`src/rtl/exc_entry_pkg.sv`:
```
package exc_entry_pkg;

    localparam int NUM_EXC = 7;
    localparam int STAT_W  = 32;

    // Enumeration order is priority order: lower value wins.
    typedef enum logic [2:0] {
        EX_RESET = 3'd0,
        EX_DABT  = 3'd1,
        EX_FIQ   = 3'd2,
        EX_IRQ   = 3'd3,
        EX_PABT  = 3'd4,
        EX_UNDEF = 3'd5,
        EX_SWI   = 3'd6
    } exc_kind_t;

    typedef enum logic [1:0] {
        ST_BOOT = 2'd0,
        ST_IDLE = 2'd1,
        ST_TAKE = 2'd2
    } entry_state_t;

    localparam logic [4:0] MODE_SVC = 5'b10011;
    localparam logic [4:0] MODE_ABT = 5'b10111;
    localparam logic [4:0] MODE_IRQ = 5'b10010;
    localparam logic [4:0] MODE_FIQ = 5'b10001;
    localparam logic [4:0] MODE_UND = 5'b11011;

    function automatic logic [4:0] mode_of(exc_kind_t k);
        logic [4:0] m;
        unique case (k)
            EX_RESET, EX_SWI: m = MODE_SVC;
            EX_DABT, EX_PABT: m = MODE_ABT;
            EX_FIQ:           m = MODE_FIQ;
            EX_IRQ:           m = MODE_IRQ;
            default:          m = MODE_UND;
        endcase
        return m;
    endfunction

    function automatic logic [7:0] vec_off(exc_kind_t k);
        logic [7:0] o;
        unique case (k)
            EX_RESET: o = 8'h00;
            EX_UNDEF: o = 8'h04;
            EX_SWI:   o = 8'h08;
            EX_PABT:  o = 8'h0C;
            EX_DABT:  o = 8'h10;
            EX_IRQ:   o = 8'h18;
            default:  o = 8'h1C;
        endcase
        return o;
    endfunction

    function automatic logic [3:0] link_off(exc_kind_t k);
        logic [3:0] o;
        unique case (k)
            EX_RESET: o = 4'd0;
            EX_DABT:  o = 4'd8;
            default:  o = 4'd4;
        endcase
        return o;
    endfunction

    function automatic logic sets_fdis(exc_kind_t k);
        return (k == EX_RESET) || (k == EX_FIQ);
    endfunction

endpackage

```
`src/rtl/exc_pick.sv`:
```
module exc_pick
    import exc_entry_pkg::*;
#(
    parameter int NUM = NUM_EXC
) (
    input  logic [NUM-1:0] req,
    input  logic           i_dis,
    input  logic           f_dis,
    output logic           valid,
    output exc_kind_t      kind
);

    logic [NUM-1:0] live;

    always_comb begin
        live = req;
        live[EX_IRQ] = req[EX_IRQ] & ~i_dis;
        live[EX_FIQ] = req[EX_FIQ] & ~f_dis;
    end

    always_comb begin
        valid = |live;
        kind  = EX_RESET;
        for (int i = NUM - 1; i >= 0; i--) begin
            if (live[i]) begin
                kind = exc_kind_t'(3'(i));
            end
        end
    end

endmodule

```
`src/rtl/exc_frame.sv`:
```
module exc_frame
    import exc_entry_pkg::*;
#(
    parameter int              ADDR_W  = 32,
    parameter logic [ADDR_W-1:0] HI_BASE = 32'hFFFF_0000
) (
    input  exc_kind_t         kind,
    input  logic [STAT_W-1:0] cur_status,
    input  logic [ADDR_W-1:0] inst_addr,
    input  logic              hi_vec,
    output logic [4:0]        mode,
    output logic [STAT_W-1:0] status_nxt,
    output logic [STAT_W-1:0] spsr,
    output logic [ADDR_W-1:0] link,
    output logic [ADDR_W-1:0] vec
);

    logic [ADDR_W-1:0] base;

    always_comb begin
        mode = mode_of(kind);
        base = hi_vec ? HI_BASE : '0;
        vec  = base | ADDR_W'(vec_off(kind));
        if (kind == EX_RESET) begin
            status_nxt = {{(STAT_W-8){1'b0}}, 1'b1, 1'b1, 1'b0, mode};
            spsr       = '0;
            link       = '0;
        end else begin
            status_nxt = {cur_status[STAT_W-1:8], 1'b1,
                          sets_fdis(kind) | cur_status[6], 1'b0, mode};
            spsr       = cur_status;
            link       = inst_addr + ADDR_W'(link_off(kind));
        end
    end

endmodule

```
`src/rtl/exc_entry_ctrl.sv`:
```
module exc_entry_ctrl
    import exc_entry_pkg::*;
#(
    parameter int                ADDR_W  = 32,
    parameter logic [ADDR_W-1:0] HI_BASE = 32'hFFFF_0000
) (
    input  logic              clk,
    input  logic              rst_n,
    input  logic              req_reset,
    input  logic              req_dabort,
    input  logic              req_fiq,
    input  logic              req_irq,
    input  logic              req_pabort,
    input  logic              req_undef,
    input  logic              req_swi,
    input  logic [31:0]       cur_status,
    input  logic [ADDR_W-1:0] inst_addr,
    input  logic              hi_vec,
    output logic              take,
    output logic [4:0]        tgt_mode,
    output logic [31:0]       new_status,
    output logic [31:0]       saved_status,
    output logic [ADDR_W-1:0] link_addr,
    output logic [ADDR_W-1:0] vec_pc
);

    localparam logic [STAT_W-1:0] BOOT_STATUS = {{(STAT_W-8){1'b0}}, 8'hD3};

    entry_state_t      state, nxt;
    logic [NUM_EXC-1:0] req_vec;
    logic              win_valid;
    exc_kind_t         win_kind, sel_kind;
    logic [4:0]        f_mode;
    logic [STAT_W-1:0] f_status, f_spsr;
    logic [ADDR_W-1:0] f_link, f_vec;

    assign req_vec = {req_swi, req_undef, req_pabort, req_irq,
                      req_fiq, req_dabort, req_reset};

    exc_pick #(.NUM(NUM_EXC)) u_pick (
        .req   (req_vec),
        .i_dis (cur_status[7]),
        .f_dis (cur_status[6]),
        .valid (win_valid),
        .kind  (win_kind)
    );

    assign sel_kind = (state == ST_BOOT) ? EX_RESET : win_kind;

    exc_frame #(.ADDR_W(ADDR_W), .HI_BASE(HI_BASE)) u_frame (
        .kind       (sel_kind),
        .cur_status (cur_status),
        .inst_addr  (inst_addr),
        .hi_vec     (hi_vec),
        .mode       (f_mode),
        .status_nxt (f_status),
        .spsr       (f_spsr),
        .link       (f_link),
        .vec        (f_vec)
    );

    // State register
    always_ff @(posedge clk or negedge rst_n) begin
        if (!rst_n) state <= ST_BOOT;
        else        state <= nxt;
    end

    always_comb begin
        nxt = state;
        unique case (state)
            ST_BOOT: nxt = ST_TAKE;                            // boot-entry
            ST_IDLE: nxt = win_valid ? ST_TAKE : ST_IDLE;      // accept
            ST_TAKE: nxt = win_valid ? ST_TAKE : ST_IDLE;      // chain / retire
            default: nxt = ST_IDLE;
        endcase
    end

    // Output record
    always_ff @(posedge clk or negedge rst_n) begin
        if (!rst_n) begin
            tgt_mode     <= MODE_SVC;
            new_status   <= BOOT_STATUS;
            saved_status <= '0;
            link_addr    <= '0;
            vec_pc       <= '0;
        end else if (nxt == ST_TAKE) begin
            tgt_mode     <= f_mode;
            new_status   <= f_status;
            saved_status <= f_spsr;
            link_addr    <= f_link;
            vec_pc       <= f_vec;
        end
    end

    assign take = (state == ST_TAKE);

    AST_IRQ_GATED: assert property (@(posedge clk) disable iff (!rst_n)
        take && tgt_mode == MODE_IRQ |-> !$past(cur_status[7]));
    AST_FIQ_GATED: assert property (@(posedge clk) disable iff (!rst_n)
        take && tgt_mode == MODE_FIQ |-> !$past(cur_status[6]) && new_status[6]);
    AST_MODE_FIELD: assert property (@(posedge clk) disable iff (!rst_n)
        take |-> !new_status[5] && new_status[4:0] == tgt_mode);
    AST_IDIS_SET: assert property (@(posedge clk) disable iff (!rst_n)
        take |-> new_status[7]);
    AST_ABT_SAVE: assert property (@(posedge clk) disable iff (!rst_n)
        take && tgt_mode == MODE_ABT |-> saved_status == $past(cur_status));

endmodule

```
`config.mk`:
```
export PLATFORM = sky130hd
export DESIGN_NAME = exc_entry_ctrl
export DESIGN_NICKNAME = d
export VERILOG_FILES = /design/src/rtl/exc_entry_pkg.sv /design/src/rtl/exc_pick.sv /design/src/rtl/exc_frame.sv /design/src/rtl/exc_entry_ctrl.sv
export SDC_FILE = /design/constraint.sdc
export NUM_CORES = 1
export LEC_CHECK = 0
export BUFFER_PORTS_ARGS = -buffer_cell sky130_fd_sc_hd__clkbuf_2
export CAP_MARGIN = 20
export CORE_ASPECT_RATIO = 1.75
export CORE_MARGIN = 8
export CORE_UTILIZATION = 40
export DETAILED_ROUTE_END_ITERATION = 16
export PLACE_DENSITY = 0.83
export REMOVE_ABC_BUFFERS = 1
export SYNTH_ARGS = -nofsm -noshare
export SYNTH_HDL_FRONTEND = slang
export SYNTH_SLANG_ARGS = --single-unit
```
`constraint.sdc`:
```
create_clock -name clk -period 6.4 [get_ports clk]
set_clock_uncertainty 0.2 [all_clocks]
set_input_delay 0.64 -clock clk [delete_from_list [all_inputs] [get_ports clk]]
set_output_delay 0.64 -clock clk [all_outputs]
set_load 0.01 [all_outputs]
```
# Word-level counts from Yosys, hierarchy flattened
# Index checks and enable logic that the tools add are counted.
dict set report totals {
  register_bits 135
  output_inout_bits 134
}
dict set report classes {
  eq_ne 9
  reduce_logical 7
  n_addsub 1
  n_mux 18
  bitwise_logic 6
}
# cell count
set ops {}
lappend ops {{$mux 32} 4}
lappend ops {{$add 32x4->32} 1}
lappend ops {{$or 32x5->32} 1}
lappend ops {{$pmux 5 s6} 1}
lappend ops {{$mux 3} 8}
lappend ops {{$pmux 4 s4} 1}
lappend ops {{$eq 3x3->1 const B} 3}
lappend ops {{$mux 4} 2}
lappend ops {{$reduce_or 7->1} 1}
lappend ops {{$eq 3x2->1 const B} 2}
lappend ops {{$reduce_or 2->1} 3}
lappend ops {{$eq 2x2->1 const B} 2}
lappend ops {{$pmux 2 s2} 1}
lappend ops {{$eq 3x1->1 const B} 1}
lappend ops {{$logic_not 3->1} 1}
lappend ops {{$and 1x1->1} 2}
lappend ops {{$eq 2x1->1 const B} 1}
lappend ops {{$logic_not 2->1} 1}
lappend ops {{$mux 2} 1}
lappend ops {{$not 1->1} 2}
lappend ops {{$logic_or 1x1->1} 1}
lappend ops {{$or 1x1->1} 1}

# Logic depth before layout (Yosys ltp)
# Gate-level depths: netlist of the first run.
dict set report logic_depth {
  depth_word 13
  ltp_mapped 12
  ltp_nobuf 12
}

# By module
# From an unflattened synthesis of the first run, not the netlist that was laid out.
dict set report hier_totals {
  hier_cells 554
  hier_area_um2 6712.7
}
# module area_each_um2 instances cells_each
set by_module_without_submodules {}
lappend by_module_without_submodules {exc_entry_ctrl 5082.4 1 293}
lappend by_module_without_submodules {exc_frame 1551.5 1 248}
lappend by_module_without_submodules {exc_pick 78.8 1 13}

# Least setup slack after synthesis of the first run
# Ideal clock, no wire load.
dict set report synth_path {
  kind {input to register}
  startpoint {input port cur_status[7]}
  endpoint {register link_addr[31]}
  setup_slack_ns 3.254
  setup_time_ns 0.121
  required_time_ns 6.079
  cell_stages 11
  arrival_time_ns 2.826
  cell_sequence {nand2b_1 -> nand2_1 -> or4_1 -> and2_1 -> and3_1 -> ha_1 -> a21oi_1 -> nor3_2 -> nand4_1 -> xor2_1 -> o21ai_2}
}
dict set report synth_between {
  elab_chain_cells 12
  elab_cells_between_ends 17
}
# element line_no
set synth_rtl {}
lappend synth_rtl {{start, declared} exc_entry_ctrl.sv:16} ;# input logic [31:0] cur_status,
lappend synth_rtl {{$not 1->1 (*)} exc_pick.sv:17} ;# live[EX_IRQ] = req[EX_IRQ] & ~i_dis;
lappend synth_rtl {{$and 1x1->1 (*)} exc_pick.sv:17}
lappend synth_rtl {{$mux 3 (4 in series)} exc_pick.sv:25} ;# if (live[i]) begin
lappend synth_rtl {{$mux 3} exc_entry_ctrl.sv:48} ;# assign sel_kind = (state == ST_BOOT) ? EX_RESET : win_kind;
lappend synth_rtl {{$eq 3x1->1} exc_entry_pkg.sv:57} ;# unique case (k)
lappend synth_rtl {{$mux 4} -}
lappend synth_rtl {{$mux 4} exc_frame.sv:24} ;# if (kind == EX_RESET) begin
lappend synth_rtl {{$add 32x4->32} exc_frame.sv:32} ;# link = inst_addr + ADDR_W'(link_off(kind));
lappend synth_rtl {{$mux 32} exc_frame.sv:24}
lappend synth_rtl {{end signal, assigned} exc_entry_ctrl.sv:90} ;# link_addr <= f_link;
lappend synth_rtl {{end, declared} exc_entry_ctrl.sv:23} ;# output logic [ADDR_W-1:0] link_addr,
# Mark *: on every way between the ends. The rest lies on a longest branch, timed or not. The select of a mux whose other input is x is not followed.
# A chain may end at the register's enable or synchronous reset.

# Worst setup path in the final report of the first run
dict set report layout_path {
  startpoint {input port cur_status[7]}
  endpoint {register link_addr[22]}
}
# The elaborated chain is that of the path after synthesis.

==> impl_metrics.ini, run 1 <==
[yosys]
yosysWarningCount = 0
synth.area.top_cells = dfrtp_1, buf_4, a22o_1
syn_inst = 388
async_reset_ff_frac = 1.00
synthesis.area_um2 = 4010
yosys_most_used_dff = dfrtp_1
syn_area_per_cell_um2 = 10.3
synth_top_cell_area_share = 0.450
synth_edf_count = 0
synth_top_cell_by_area = dfrtp_1
synthDistinctLibCells = 45
synth_seq_cells = 75
ys_seq_area_frac = 0.470

[detailed_routing]
num_vias = 3275
drc = 0
viasPerCell = 4.95
wl_um = 11300
antenna_left = 0
dr.pass1.iters = 4
routedWlPerCell_um = 17.2
drt_iter0_drc = 79

[die]
die_h_um = 148
die_w_um = 91.6
core_area_um2 = 9790
start_util = 0.409
dieArea_um2 = 13600
rows = 48
io_pins = 208

[sta]
worst_slew_pin_slew_ns = 0.927
maxSlewViolCount = 0
setup_viol = 0
final.setup.tns_ns = 0
hold_viol = 0
max_freq_ghz = 0.302
finalCritPeriodShare = 0.518
rsz0062_at_grt = false
max-slew-margin-rel = 0.382
period_needed_ns = 3.31

[grt]
grt_pass1_wl_um = 18300
antenna_found_initial = 0
grt_max_degree = 76
grt_pass1_vias = 3540
grt.total_usage = 0.169
grt_overflow = 0

[cells_and_area]
area_growth_pct = 23.6
final_cell_count_no_fill = 661
antenna_cells = 0
final_nets = 611
fin_util = 0.505
drive_gt1_frac = 0.435

[clock_tree]
clockBufferDepth = 2
clkLatencyLatePin_ns = 0.33
cts.sinks = 75
root_buffer = clkbuf_16
htree_levels = 3
post_cts_buffers = 0
clk_pin_slew_worst_paths_ns = 0.06
cts_resized = 0
cts_hold_buf = 0
cts_buffers = 9
tritoncts = yes

[place]
gp_congestion = 0.837
dpl.cell_count = 645
port_buffers = 190
hpwl_um = 8900

[critical_path]
crit_start = cur_status[7]
crit_slowest_cell = or4_1
worstSetupEndpoint = link_addr[22]
crit_top_cell = nand3_1
crit_fanout = 7
cp.required_ns = 6.45
cp_cell_sequence = clkbuf_2 -> nand2b_1 -> nand2_1 -> or4_1 -> and2_1 -> nand3_1 -> ha_1 -> fa_1 -> nand3_1 -> nor2_1 -> nand4_1 -> xor2_1 -> o21ai_0
cp_data_arrival_time_ns = 3.37
crit_path_end_kind = register
r2r-start = state[0]
critPathLaunchType = input pin
r2r_cells = 12
cpPeakStageDelay_ns = 0.48
rrSetupSlack_ns = 3.41
critPathKind = input pin to register
rr_endpoint = link_addr[22]

[power_and_ir_drop]
p_leak_nw = 2.55
p_total_w = 0.00252
pwr_density_cell_nw_per_um2 = 509
ir_drop_v = 0.000215

[run]
maxCapViolCount = 0

[worst_hold_path]
hp-class = input pin to asynchronous set/reset pin

[status]
outcome = finished, final reports clean
where the power goes:
part	leakage (nW)	total (W)	internal (W)	switching (W)
combinational	1.44	0.00119	0.000456	0.000729
sequential	0.994	0.000871	0.000711	0.000160
clock	0.120	0.000461	0.000263	0.000198
registers in the layout, indices dropped and copies added, names as in the netlist:
register / flops
tgt_mode: 3
link_addr: 32
saved_status: 32
vec_pc: 4
new_status: 2
state: 2
per-layer routing:
metal  global-route usage  part of all wire  vias up
li1                     -                 -     1571
met1                0.171              0.36     1525
met2                0.296              0.52      155
met3               0.0626             0.085       24
met4               0.0857             0.030        0
met5                    0                 0        -
Yosys cell counts, drive strengths merged (2+ instances only):
library cell and count:
dfrtp 72, and3 5, inv 5, ha 5, o31ai 2, nand3 17, a22o 38, and4 2
o21ai 33, nor2b 2, nand2b 3, nor3 5, xnor2 6, nand4 7, buf 75, a21oi 7
nor4 4, conb 2, nor2 11, nand2 48, o41ai 2, dfstp 3, xor2 22
worst min-delay path by stage:
stage,from,to,cells past startpoint
after CTS,link_addr[30],link_addr[30],2
after detailed placement,link_addr[30],link_addr[30],2
final,rst_n,saved_status[6],1
after global placement,link_addr[6],link_addr[6],2
after global routing,vec_pc[2],vec_pc[2],1
after floorplan,rst_n,link_addr[0],0
cells by family (layout without fill, tap and decap cells):
family          count (synthesis)  after routing  synth area share
simple gates                  107            107             0.143
compound gates                 88             88             0.163
buf+inv                        81            214             0.138
flops                          75             75             0.470
xor+xnor                       28             28            0.0612
fa+ha+maj                       6              6            0.0206
other cells                     2             17           0.00188
mux                             1              1           0.00281
area by class of cell:
class                      count  area, um2
fill                         904       4840
sequential                    75       1880
multi-input combinational    247       1640
timing repair buffer         193        976
clock buffer                   9        225
tap                          125        156
clock inverter                 7       55.1
inverter                       5       18.8
cell usage in the layout, fill, tap and decap left out, types with 10 or more instances in the layout:
| master | count |
|---|---|
| nor2_1 | 11 |
| nand3_1 | 13 |
| a22o_1 | 38 |
| dfrtp_1 | 72 |
| nand2_1 | 48 |
| conb_1 | 17 |
| xor2_1 | 22 |
| o21ai_1 | 10 |
| o21ai_0 | 14 |
| clkbuf_2 | 189 |
worst max-delay path: cells and delay by family:
kind | cells | cell delay (ns)
compound gates | 1 | 0.15
xor+xnor | 1 | 0.18
fa+ha+maj | 2 | 0.45
buf+inv | 1 | 0.09
simple gates | 8 | 1.86
through the flow:
stage               hold slack, ns  cell area, um2  worst slack, ns
floorplan                    0.144            3530             3.13
global route                 0.308            4950             2.88
global placement             0.264            4670             2.82
detailed placement           0.271            4670             2.73
CTS                          0.285            4950             3.07
finish                       0.257            4950             3.09
(Power assumes the default switching activity.)
==> inputs of run 2 (changes only) <==
--- a/config.mk
+++ b/config.mk
@@ -11,7 +11,7 @@
 export CORE_MARGIN = 8
 export CORE_UTILIZATION = 40
 export DETAILED_ROUTE_END_ITERATION = 16
-export PLACE_DENSITY = 0.83
+export PLACE_DENSITY = 0.86
 export REMOVE_ABC_BUFFERS = 1
 export SYNTH_ARGS = -nofsm -noshare
 export SYNTH_HDL_FRONTEND = slang
==> constraint.sdc (replaced) <==
create_clock -name clk -period 2.9 [get_ports clk]
set_clock_uncertainty 0.2 [all_clocks]
set_input_delay 0.29 -clock clk [delete_from_list [all_inputs] [get_ports clk]]
set_output_delay 0.29 -clock clk [all_outputs]
set_load 0.01 [all_outputs]
==> run 2 against run 1 <==
Clock-buffer cell count increased by 3. Largest power group unchanged. Critical endpoint is now link_addr[16]. Core utilization increased by 5.7 points. Via count increased by 7.6%. Total power increased by 140%.
==> impl_metrics.ini, run 2 (synthesis gave the netlist of run 1 again) <==
[status]
outcome = finished, final reports clean

[critical_path]
critPathKind = register to register
cp.required_ns = 2.89
crit_path_end_kind = register
cpPeakStageDelay_ns = 0.39
crit_slowest_cell = fa_1
critPathLaunchType = register
crit_top_cell = nand3_1
crit_fanout = 4
cp_data_arrival_time_ns = 2.71
cp_cell_sequence = inv_1 -> ha_1 -> inv_1 -> and2_1 -> nand3_1 -> ha_1 -> fa_1 -> nand3_1 -> nor3_2 -> buf_4 -> nand3_1 -> xor2_1 -> o21ai_0

[clock_tree]
clockBufferDepth = 2
cts_buffers = 9
cts.sinks = 75
tritoncts = yes
post_cts_buffers = 0
clk_pin_slew_worst_paths_ns = 0.06
root_buffer = clkbuf_16
clkLatencyLatePin_ns = 0.33
htree_levels = 3

[grt]
grt_overflow = 0
grt.total_usage = 0.180
grt_pass1_wl_um = 19800
globalRouteMet3Util = 0.0540
use_met1 = 0.189
grt_util_met2 = 0.316
antenna_found_initial = 0
busiest_layer = met2
grt_pass1_vias = 3780
grt_max_degree = 76

[worst_hold_path]
hp-class = input pin to register

[place]
gp_congestion = 0.872
port_buffers = 190
hpwl_um = 9140
place_ws_ns = -0.173
place_area_um2 = 4830

[power_and_ir_drop]
ir_drop_v = 0.000516
p_total_w = 0.00593
p_leak_nw = 2.84
pwr_density_cell_nw_per_um2 = 1080

[cells_and_area]
multi_input_area_um2 = 1650
regArea_um2 = 1880
drive_gt1_frac = 0.431
final_common_cell = clkbuf_2
reg.largest.list = link_addr: 32 flops, saved_status: 32 flops, vec_pc: 4 flops
fill_cells = 824
final_nets = 664
mostFrequentLayoutCells = clkbuf_2, dfrtp_1, nand2_1, a22o_1, dlygate4sd3_1
final_area_um2 = 5500
area_growth_pct = 37.4
antenna_cells = 0

[run]
maxCapViolCount = 0

[die]
rows = 48
die_h_um = 148
io_pins = 208
die_w_um = 91.6
start_util = 0.409
dieArea_um2 = 13600
core_area_um2 = 9790

[sta]
worst_slew_pin_slew_ns = 0.933
max_freq_ghz = 0.368
period_needed_ns = 2.71
setup_viol = 0
fin_ws_ns = 0.186
maxSlewViolCount = 0
rsz0062_at_grt = false
final.setup.tns_ns = 0
finalCritPeriodShare = 0.936
timing.hold.ws_ns = 0.0136
max-slew-margin-rel = 0.378
hold_viol = 0

[detailed_routing]
viasPerCell = 4.94
drt_iter0_drc = 139
dr.pass1.iters = 4
num_vias = 3524
antenna_left = 0
wl_um = 12100
routedWlPerCell_um = 17.0
drc = 0
## run 2: changes by cell type in the layout (fill, tap and decap cells not counted), moves of 2 or more
cell | before | now
buf_4 | 4 | 23
clkinv_4 | 2 | 0
dlygate4sd3_1 | 0 | 33
clkbuf_8 | 0 | 2
bufinv_16 | 0 | 2
clkinvlp_4 | 5 | 1
## run 2: worst paths after layout
kind | from | end | slack (ns) | cells past startpoint
worst min-delay path | cur_status[17] | saved_status[17] | 0.01 | 2
worst max-delay path | state[0] | link_addr[16] | 0.19 | 13
worst max register to register | state[0] | link_addr[16] | 0.19 | 13
worst min register to register | link_addr[25] | link_addr[25] | 0.28 | 2
max in group asynchronous | rst_n | link_addr[10] | 1.43 | 2
min in group asynchronous | rst_n | saved_status[22] | 0.44 | 2
## run 2: layer usage
| layer | vias up | share of wire |
|---|---|---|
| met4 | 0 | 0.035 |
| met1 | 1682 | 0.37 |
| met2 | 142 | 0.53 |
| met3 | 29 | 0.064 |
| met5 | - | 0 |
| li1 | 1671 | - |
## run 2: worst max-delay path, delay by kind of cell, from the launching register on
family	cells	cell delay (ns)
AO/OA/AOI/OAI	1	0.08
XOR/XNOR	1	0.14
adder cells (fa/ha/maj)	3	0.84
buffers and inverters	3	0.34
flip-flops	1	0.37
AND/OR/NAND/NOR	5	0.58
## run 2: power by group
part,internal (W),total [W],switching (W)
clock,0.000799,0.00121,0.000411
combinational,0.00112,0.00278,0.00167
sequential,0.00157,0.00193,0.000364
total,0.00349,0.00593,0.00244
## run 2: layout make-up
| cell class | instances | area share |
|---|---|---|
| Tap cell | 125 | 0.0284 |
| Sequential cell | 75 | 0.342 |
| Inverter | 5 | 0.00341 |
| Multi-Input combinational cell | 247 | 0.300 |
| Clock buffer | 12 | 0.0466 |
| Timing Repair Buffer | 246 | 0.267 |
| Clock inverter | 4 | 0.0132 |
## run 2: per-stage QoR
step,cells,util
2_1_floorplan,327,-
3_3_place_gp,665,0.493
3_5_place_dp,665,0.493
4_1_cts,714,0.561
5_1_grt,714,0.562
6_report,714,0.562
## run 2: timing repair
item | 4_1_cts | 5_1_grt
hold endpoints to repair | 104 | 0
resized for setup | 0 | 3
endpoints found under the setup margin | 0 | 5
hold buffers | 33 | 0
